$ cat config.mk
export PLATFORM = sky130hd
export DESIGN_NAME = host_clock_divider
export DESIGN_NICKNAME = d
export VERILOG_FILES = /design/src/rtl/clkdiv_pkg.sv /design/src/rtl/rst_stretch.sv /design/src/rtl/clkdiv_cfg.sv /design/src/rtl/clkdiv_fsm.sv /design/src/rtl/host_clock_divider.sv
export SDC_FILE = /design/constraint.sdc
export NUM_CORES = 1
export LEC_CHECK = 0
export ABC_AREA = 1
export BUFFER_PORTS_ARGS = -buffer_cell sky130_fd_sc_hd__buf_4
export CAP_MARGIN = 25
export CORE_MARGIN = 4
export CORE_UTILIZATION = 53
export DETAILED_ROUTE_END_ITERATION = 6
export GPL_TIMING_DRIVEN = 0
export MAX_ROUTING_LAYER = met4
export PLACE_DENSITY = 0.84
export SETUP_SLACK_MARGIN = 0.5
export SYNTH_ARGS = -nofsm -noshare
export SYNTH_HDL_FRONTEND = slang
export SYNTH_SLANG_ARGS = --single-unit
export TNS_END_PERCENT = 10
$ cat constraint.sdc
create_clock -name clk_osc -period 1.8 [get_ports clk_osc]
set_input_delay 0.36 -clock clk_osc [delete_from_list [all_inputs] [get_ports clk_osc]]
set_output_delay 0.36 -clock clk_osc [all_outputs]
set_load 0.02 [all_outputs]
$ cat src/rtl/clkdiv_pkg.sv
package clkdiv_pkg;

    localparam int CODE_W = 3;
    localparam logic [CODE_W-1:0] PASS_CODE   = 3'd7;
    localparam logic [CODE_W-1:0] DEF_STROBE  = 3'd0;  // divide by 2
    localparam logic [CODE_W-1:0] DEF_ENABLE  = 3'd5;  // divide by 12

    typedef enum logic [1:0] {
        ST_IDLE,
        ST_HIGH,
        ST_LOW,
        ST_PASS
    } div_state_e;

    // half period in oscillator cycles for an even-divide code
    function automatic logic [CODE_W-1:0] half_of(input logic [CODE_W-1:0] code);
        return code + 1'b1;
    endfunction

endpackage

$ cat src/rtl/rst_stretch.sv
module rst_stretch #(
    parameter int SYNC_STAGES = 2,
    parameter int STRETCH     = 15
) (
    input  logic clk,
    input  logic arst_n,
    output logic rst_n_o
);
    localparam int CW = $clog2(STRETCH + 1);
    localparam logic [CW-1:0] CNT_TOP  = CW'(STRETCH);
    localparam logic [CW-1:0] CNT_LAST = CW'(STRETCH - 1);

    logic [SYNC_STAGES-1:0] sync_q;
    logic                   synced;
    logic [CW-1:0]          cnt_q;

    generate
        if (SYNC_STAGES == 1) begin : g_single
            always_ff @(posedge clk or negedge arst_n) begin
                if (!arst_n) sync_q <= '0;
                else         sync_q <= 1'b1;
            end
        end else begin : g_chain
            always_ff @(posedge clk or negedge arst_n) begin
                if (!arst_n) sync_q <= '0;
                else         sync_q <= {sync_q[SYNC_STAGES-2:0], 1'b1};
            end
        end
    endgenerate

    assign synced = sync_q[SYNC_STAGES-1];

    always_ff @(posedge clk or negedge arst_n) begin
        if (!arst_n) begin
            cnt_q   <= '0;
            rst_n_o <= 1'b0;
        end else begin
            if (!synced)              cnt_q <= '0;
            else if (cnt_q != CNT_TOP) cnt_q <= cnt_q + 1'b1;
            rst_n_o <= synced && (cnt_q >= CNT_LAST);
        end
    end
endmodule

$ cat src/rtl/clkdiv_cfg.sv
module clkdiv_cfg
    import clkdiv_pkg::*;
#(
    parameter int DATA_W  = 8,
    parameter int OFF_BIT = 3,
    parameter int BYP_BIT = 7
) (
    input  logic              clk,
    input  logic              rst_n,
    input  logic              mode_sel,
    input  logic              we,
    input  logic [DATA_W-1:0] wdata,
    output logic [DATA_W-1:0] rdata,
    output logic [CODE_W-1:0] code,
    output logic              off,
    output logic              bypass
);
    always_ff @(posedge clk) begin
        if (!rst_n) begin
            code   <= mode_sel ? DEF_STROBE : DEF_ENABLE;
            off    <= 1'b0;
            bypass <= 1'b0;
        end else if (we) begin
            code   <= wdata[CODE_W-1:0];
            off    <= wdata[OFF_BIT];
            bypass <= wdata[BYP_BIT];
        end
    end

    always_comb begin
        rdata                = '0;
        rdata[CODE_W-1:0]    = code;
        rdata[OFF_BIT]       = off;
        rdata[BYP_BIT]       = bypass;
    end
endmodule

$ cat src/rtl/clkdiv_fsm.sv
module clkdiv_fsm
    import clkdiv_pkg::*;
(
    input  logic              clk,
    input  logic              rst_n,
    input  logic [CODE_W-1:0] code,
    input  logic              off,
    output logic              div_hi,
    output logic              pass_sel,
    output logic [CODE_W-1:0] half_q
);
    div_state_e        st_q, st_d;
    logic [CODE_W-1:0] cnt_q, cnt_d, half_d;
    logic              term;

    assign term = (cnt_q == half_q - 1'b1);

    always_comb begin
        st_d   = st_q;
        cnt_d  = cnt_q + 1'b1;
        half_d = half_q;
        unique case (st_q)
            ST_IDLE: begin
                cnt_d = '0;
                if (!off) begin
                    if (code == PASS_CODE) begin
                        st_d = ST_PASS;
                    end else begin
                        st_d   = ST_HIGH;
                        half_d = half_of(code);
                    end
                end
            end
            ST_HIGH: begin
                if (term) begin
                    st_d  = ST_LOW;
                    cnt_d = '0;
                end
            end
            ST_LOW: begin
                if (term) begin
                    cnt_d = '0;
                    if (off) begin
                        st_d = ST_IDLE;
                    end else if (code == PASS_CODE) begin
                        st_d = ST_PASS;
                    end else begin
                        st_d   = ST_HIGH;
                        half_d = half_of(code);
                    end
                end
            end
            ST_PASS: begin
                cnt_d = '0;
                if (off) begin
                    st_d   = ST_HIGH;
                    half_d = CODE_W'(1);
                end else if (code != PASS_CODE) begin
                    st_d   = ST_HIGH;
                    half_d = half_of(code);
                end
            end
            default: begin
                st_d  = ST_IDLE;
                cnt_d = '0;
            end
        endcase
    end

    // state register
    always_ff @(posedge clk) begin
        if (!rst_n) begin
            st_q   <= ST_IDLE;
            cnt_q  <= '0;
            half_q <= CODE_W'(1);
        end else begin
            st_q   <= st_d;
            cnt_q  <= cnt_d;
            half_q <= half_d;
        end
    end

    // registered outputs, decoded from the next state
    always_ff @(posedge clk) begin
        if (!rst_n) begin
            div_hi   <= 1'b0;
            pass_sel <= 1'b0;
        end else begin
            div_hi   <= (st_d == ST_HIGH) || (st_d == ST_PASS);
            pass_sel <= (st_d == ST_PASS);
        end
    end
endmodule

$ cat src/rtl/host_clock_divider.sv
module host_clock_divider
    import clkdiv_pkg::*;
#(
    parameter int DATA_W      = 8,
    parameter int OFF_BIT     = 3,
    parameter int BYP_BIT     = 7,
    parameter int SYNC_STAGES = 2,
    parameter int STRETCH     = 15
) (
    input  logic              clk_osc,
    input  logic              rst_ext_n,
    input  logic              mode_sel,
    input  logic              cfg_we,
    input  logic [DATA_W-1:0] cfg_wdata,
    output logic [DATA_W-1:0] cfg_rdata,
    output logic              clk_out,
    output logic              cmp_bypass,
    output logic              rst_sync_n
);
    logic [CODE_W-1:0] code;
    logic              off;
    logic              div_hi;
    logic              pass_sel;
    logic [CODE_W-1:0] half_act;

    rst_stretch #(
        .SYNC_STAGES (SYNC_STAGES),
        .STRETCH     (STRETCH)
    ) u_rst (
        .clk     (clk_osc),
        .arst_n  (rst_ext_n),
        .rst_n_o (rst_sync_n)
    );

    clkdiv_cfg #(
        .DATA_W  (DATA_W),
        .OFF_BIT (OFF_BIT),
        .BYP_BIT (BYP_BIT)
    ) u_cfg (
        .clk      (clk_osc),
        .rst_n    (rst_sync_n),
        .mode_sel (mode_sel),
        .we       (cfg_we),
        .wdata    (cfg_wdata),
        .rdata    (cfg_rdata),
        .code     (code),
        .off      (off),
        .bypass   (cmp_bypass)
    );

    clkdiv_fsm u_fsm (
        .clk      (clk_osc),
        .rst_n    (rst_sync_n),
        .code     (code),
        .off      (off),
        .div_hi   (div_hi),
        .pass_sel (pass_sel),
        .half_q   (half_act)
    );

    assign clk_out = pass_sel ? clk_osc : div_hi;
endmodule

==> out/qor_table.md <==
| Result | Reported | Unit |
| --- | --- | --- |
| Run status | finished with violations | - |
| Failing checks | setup timing | - |
| Vias | 905 | - |
| Standard cell core area | 0.00196 | mm² |
| Area share of the largest cell type after synthesis | 0.218 | - |
| TritonCTS clock tree | yes | - |
| Setup slack, reg-to-reg | 0.29 | ns |
| Yosys synthesis warning count | 0 | - |
| Skew final | 0.00618 | ns |
| Timing endpoint of the critical path | clk_out | - |
| Max-capacitance violation count | 0 | - |
| Fraction of the yosys area taken by sequential cells | 0.460 | - |
| Final instance area | 0.00151 | mm² |
| Startpoint of the worst setup timing path | clk_osc | - |
| CP Launch Type | clock port | - |
| Number of buffers inserted by port buffering | 16 | - |
| GRT Util Overall | 0.214 | - |
| Cell-internal power | 0.852 | mW |
| Arrival time reported for the critical path endpoint | 1.49 | ns |
| Startpoint of the lowest-slack register-to-register path | u_cfg.code[0] | - |
| RSZ-0062 raised after global routing | true | - |
| Leading cell types by total area after synthesis | dfxtp_1 (22%), dfrtp_1 (16%), edfxtp_1 (8.2%), inv_1 (7.5%), nand2_1 (7.2%) | - |
| Power share of the sequential group | 0.483 | - |
| Total power | 1.08 | mW |
| Grt ovf | 0 | - |
| Most frequent standard cell in the layout excluding fill and tap cells | nand2_1 | - |
| Worst-case setup margin in the final layout | -0.0478 | ns |
| Avg Cell Area, Syn | 8.40 | µm² |
| Class of the worst hold path | primary input to flop | - |
| Multiplexer area fraction after synthesis | 0.0102 | - |
| Final-report hold violation count | 0 | - |
| WL met3 | 118 | µm |
| Mean number of vias per cell | 4.89 | - |
| Filler cells | 138 | - |
| Combined buffer and inverter count along the critical path | 3 | - |
| Area of the mapped netlist | 0.00110 | mm² |
| Worst R2R Path Depth | 8 | - |
| Switching share of total power | 0.207 | - |
| Highest net fanout along the worst path | 2 | - |
| WS Path Type | clock port to primary output | - |
| Effective utilization at floorplan | 0.561 | - |
| Cell taking the most area after synthesis | dfxtp_1 | - |
| Uppermost metal layer occupied by signal nets | met4 | - |
| Clock Latency Late Sink | 0.42 | ns |
| R2r endpoint | u_fsm.half_q[2] | - |
| Synthesized instance count | 131 | - |
| Post-detailed-route DRC marker count | 0 | - |
| Number of antenna violations at the first check in global routing | 0 | - |
| Drt first pass iters | 4 | - |
| Final max-slew violation count | 0 | - |
| Setup crit end kind | primary output | - |
| Via count of the first global-routing pass | 974 | - |
| Area growth, synth to finish | 37.3 | % |
| Unique masters post-synth | 25 | - |
| Initial detailed-routing violation count | 23 | - |
| Leak | 0.736 | nW |
| Net switching component of the power | 0.223 | mW |
| Clock share of power | 0.458 | - |
| Share of final-layout standard cells stronger than drive strength 1 | 0.405 | - |
| Adder-cell share of the synthesized area | 0.0683 | - |
| Number of nets still failing antenna checks after routing | 0 | - |
| Vertical die dimension | 53.6 | µm |
| CP delay by family, top | buffers and inverters | - |
| Number of logic stages on the critical path including buffering | 4 | - |
| Worst voltage drop across the vdd grid | 0.695 | mV |
| Met2 routed WL | 1280 | µm |
| Standard-cell rows | 16 | - |
| Clock Pin Slew Worst Setup and Hold Paths | 0.12 | ns |
| Maximum number of pins on one net before global-route repair | 14 | - |
| Crit path largest cell delay | 0.26 | ns |
| Global-route wire length before repair | 4050 | µm |
| Parity-gate share of the synthesized area counting xor and xnor cells | 0.0159 | - |
| Fin nets | 177 | - |
| Power per cell area | 712 | mW/mm² |
| Dominant combinational cell family by area after synthesis | simple AND/OR/NAND/NOR gates | - |
| Fraction of power consumed by combinational cells | 0.059 | - |
| Critical Path, Cell by Cell | buf_8 -> buf_8 -> mux2_4 -> buf_6 | - |
| Placed wire-length estimate | 1540 | µm |
| Library cell contributing the largest single delay on the critical path | mux2_4 | - |
| Final Setup Violations | 1 | - |
| Count of pins on the block boundary | 23 | - |
| Floorplan die area | 0.00287 | mm² |
| Met1 routed wirelength after detailed routing | 916 | µm |
| Worst-case hold slack | 0.170 | ns |
| Die boundary width | 53.6 | µm |
| CP most frequent cell | buf_8 | - |
| Count of inserted antenna diode cells | 0 | - |
| Area after detailed placement | 0.00126 | mm² |
| Routed wirelength normalized by instance count | 12.8 | µm |
| Compound-cell area share of the yosys netlist | 0.0626 | - |
| Global placement routability congestion | 0.710 | - |
| Post-synthesis share of cell area spent on and, or, nand and nor gates | 0.251 | - |
| Most used cells in the layout excluding fill and tap cells | nand2_1 (19), inv_1 (17), nor2_1 (12) | - |
| Routed WL | 2360 | µm |
| Required arrival time at the worst endpoint | 1.44 | ns |
| Synth Register Bits | 22 | - |
## worst min-delay path, stage by stage
cell and delay (ns):
buf_4 0.08, nor2_1 0.04, nor2_1 0.08
## power by group through the flow
stage	Sequential [mW]	Clock, mW	Combinational, mW
after floorplan	0.530	0.00106	0.0293
after global placement	0.528	0.00106	0.0534
after detailed placement	0.529	0.00106	0.0562
after CTS	0.518	0.472	0.0599
after global routing	0.521	0.534	0.0721
final	0.519	0.493	0.0633
## final cells by class
class	instances	area, µm²	area share
Clock buffer	8	96.3	0.0638
Multi-Input combinational cell	82	562	0.372
Timing Repair Buffer	17	160	0.106
Tap cell	27	33.8	0.0224
Buffer	6	58.8	0.0389
Inverter	23	86.3	0.0572
Sequential cell	22	513	0.340
## synthesized netlist by cell type (all sizes together)
master / instances
a211oi: 1
a21oi: 3
buf: 5
clkbuf: 1
conb: 2
dfrtp: 7
dfxtp: 12
edfxtp: 3
ha: 6
inv: 23
mux2: 1
nand2: 27
nand3: 11
nor2: 16
nor3: 2
o211ai: 2
o21ai: 5
o22ai: 1
or2: 1
xnor2: 2
## registers in the layout, indices dropped and copies added (netlist names)
register / cells
u_cfg.bypass: 1
u_cfg.code: 3
u_cfg.off: 1
u_fsm.cnt_q: 3
u_fsm.div_hi: 1
u_fsm.half_q: 3
u_fsm.pass_sel: 1
u_fsm.st_q: 2
u_rst.cnt_q: 4
u_rst.rst_n_o: 1
u_rst.sync_q: 2
## cell families after synthesis
family          count (synthesis)
flops                          22
simple gates                   57
mux                             1
fa+ha+maj                       6
compound gates                 12
buf+inv                        29
xor+xnor                        2
other cells                     2
## worst min path at each step
stage / startpoint / end / cells past startpoint
2_1_floorplan: rst_ext_n / u_rst.cnt_q[0] / 0
4_1_cts: cfg_wdata[7] / u_cfg.bypass / 3
6_report: cfg_wdata[7] / u_cfg.bypass / 3
5_1_grt: cfg_wdata[7] / u_cfg.bypass / 3
3_3_place_gp: rst_ext_n / u_rst.cnt_q[0] / 1
3_5_place_dp: rst_ext_n / u_rst.rst_n_o / 1
## layer usage
| metal | vias up | track usage |
|---|---|---|
| met5 | - | - |
| met4 | 0 | 0.153 |
| met3 | 6 | 0.0637 |
| met2 | 32 | 0.357 |
| met1 | 414 | 0.212 |
| li1 | 453 | - |
## stage by stage
step / setup TNS, ns / std cells / setup slack [ns] / utilization
3_3_place_gp: 0 / 176 / 0.153 / 0.645
4_1_cts: -0.0766 / 184 / -0.0766 / 0.753
3_5_place_dp: 0 / 176 / 0.153 / 0.645
6_report: -0.0478 / 185 / -0.0478 / 0.770
5_1_grt: -0.0563 / 185 / -0.0563 / 0.770
2_1_floorplan: 0 / 133 / 0.261 / -
## repair_timing
action / CTS / global route
setup buffers: 0 / 1
gates resized for setup: 34 / 10
setup endpoints to repair: 18 / 20
gates cloned: 0 / 0
hold buffers: 1 / 0
pin swaps: 22 / 21
endpoints found under the hold margin: 7 / 0
(Power assumes the default switching activity.)
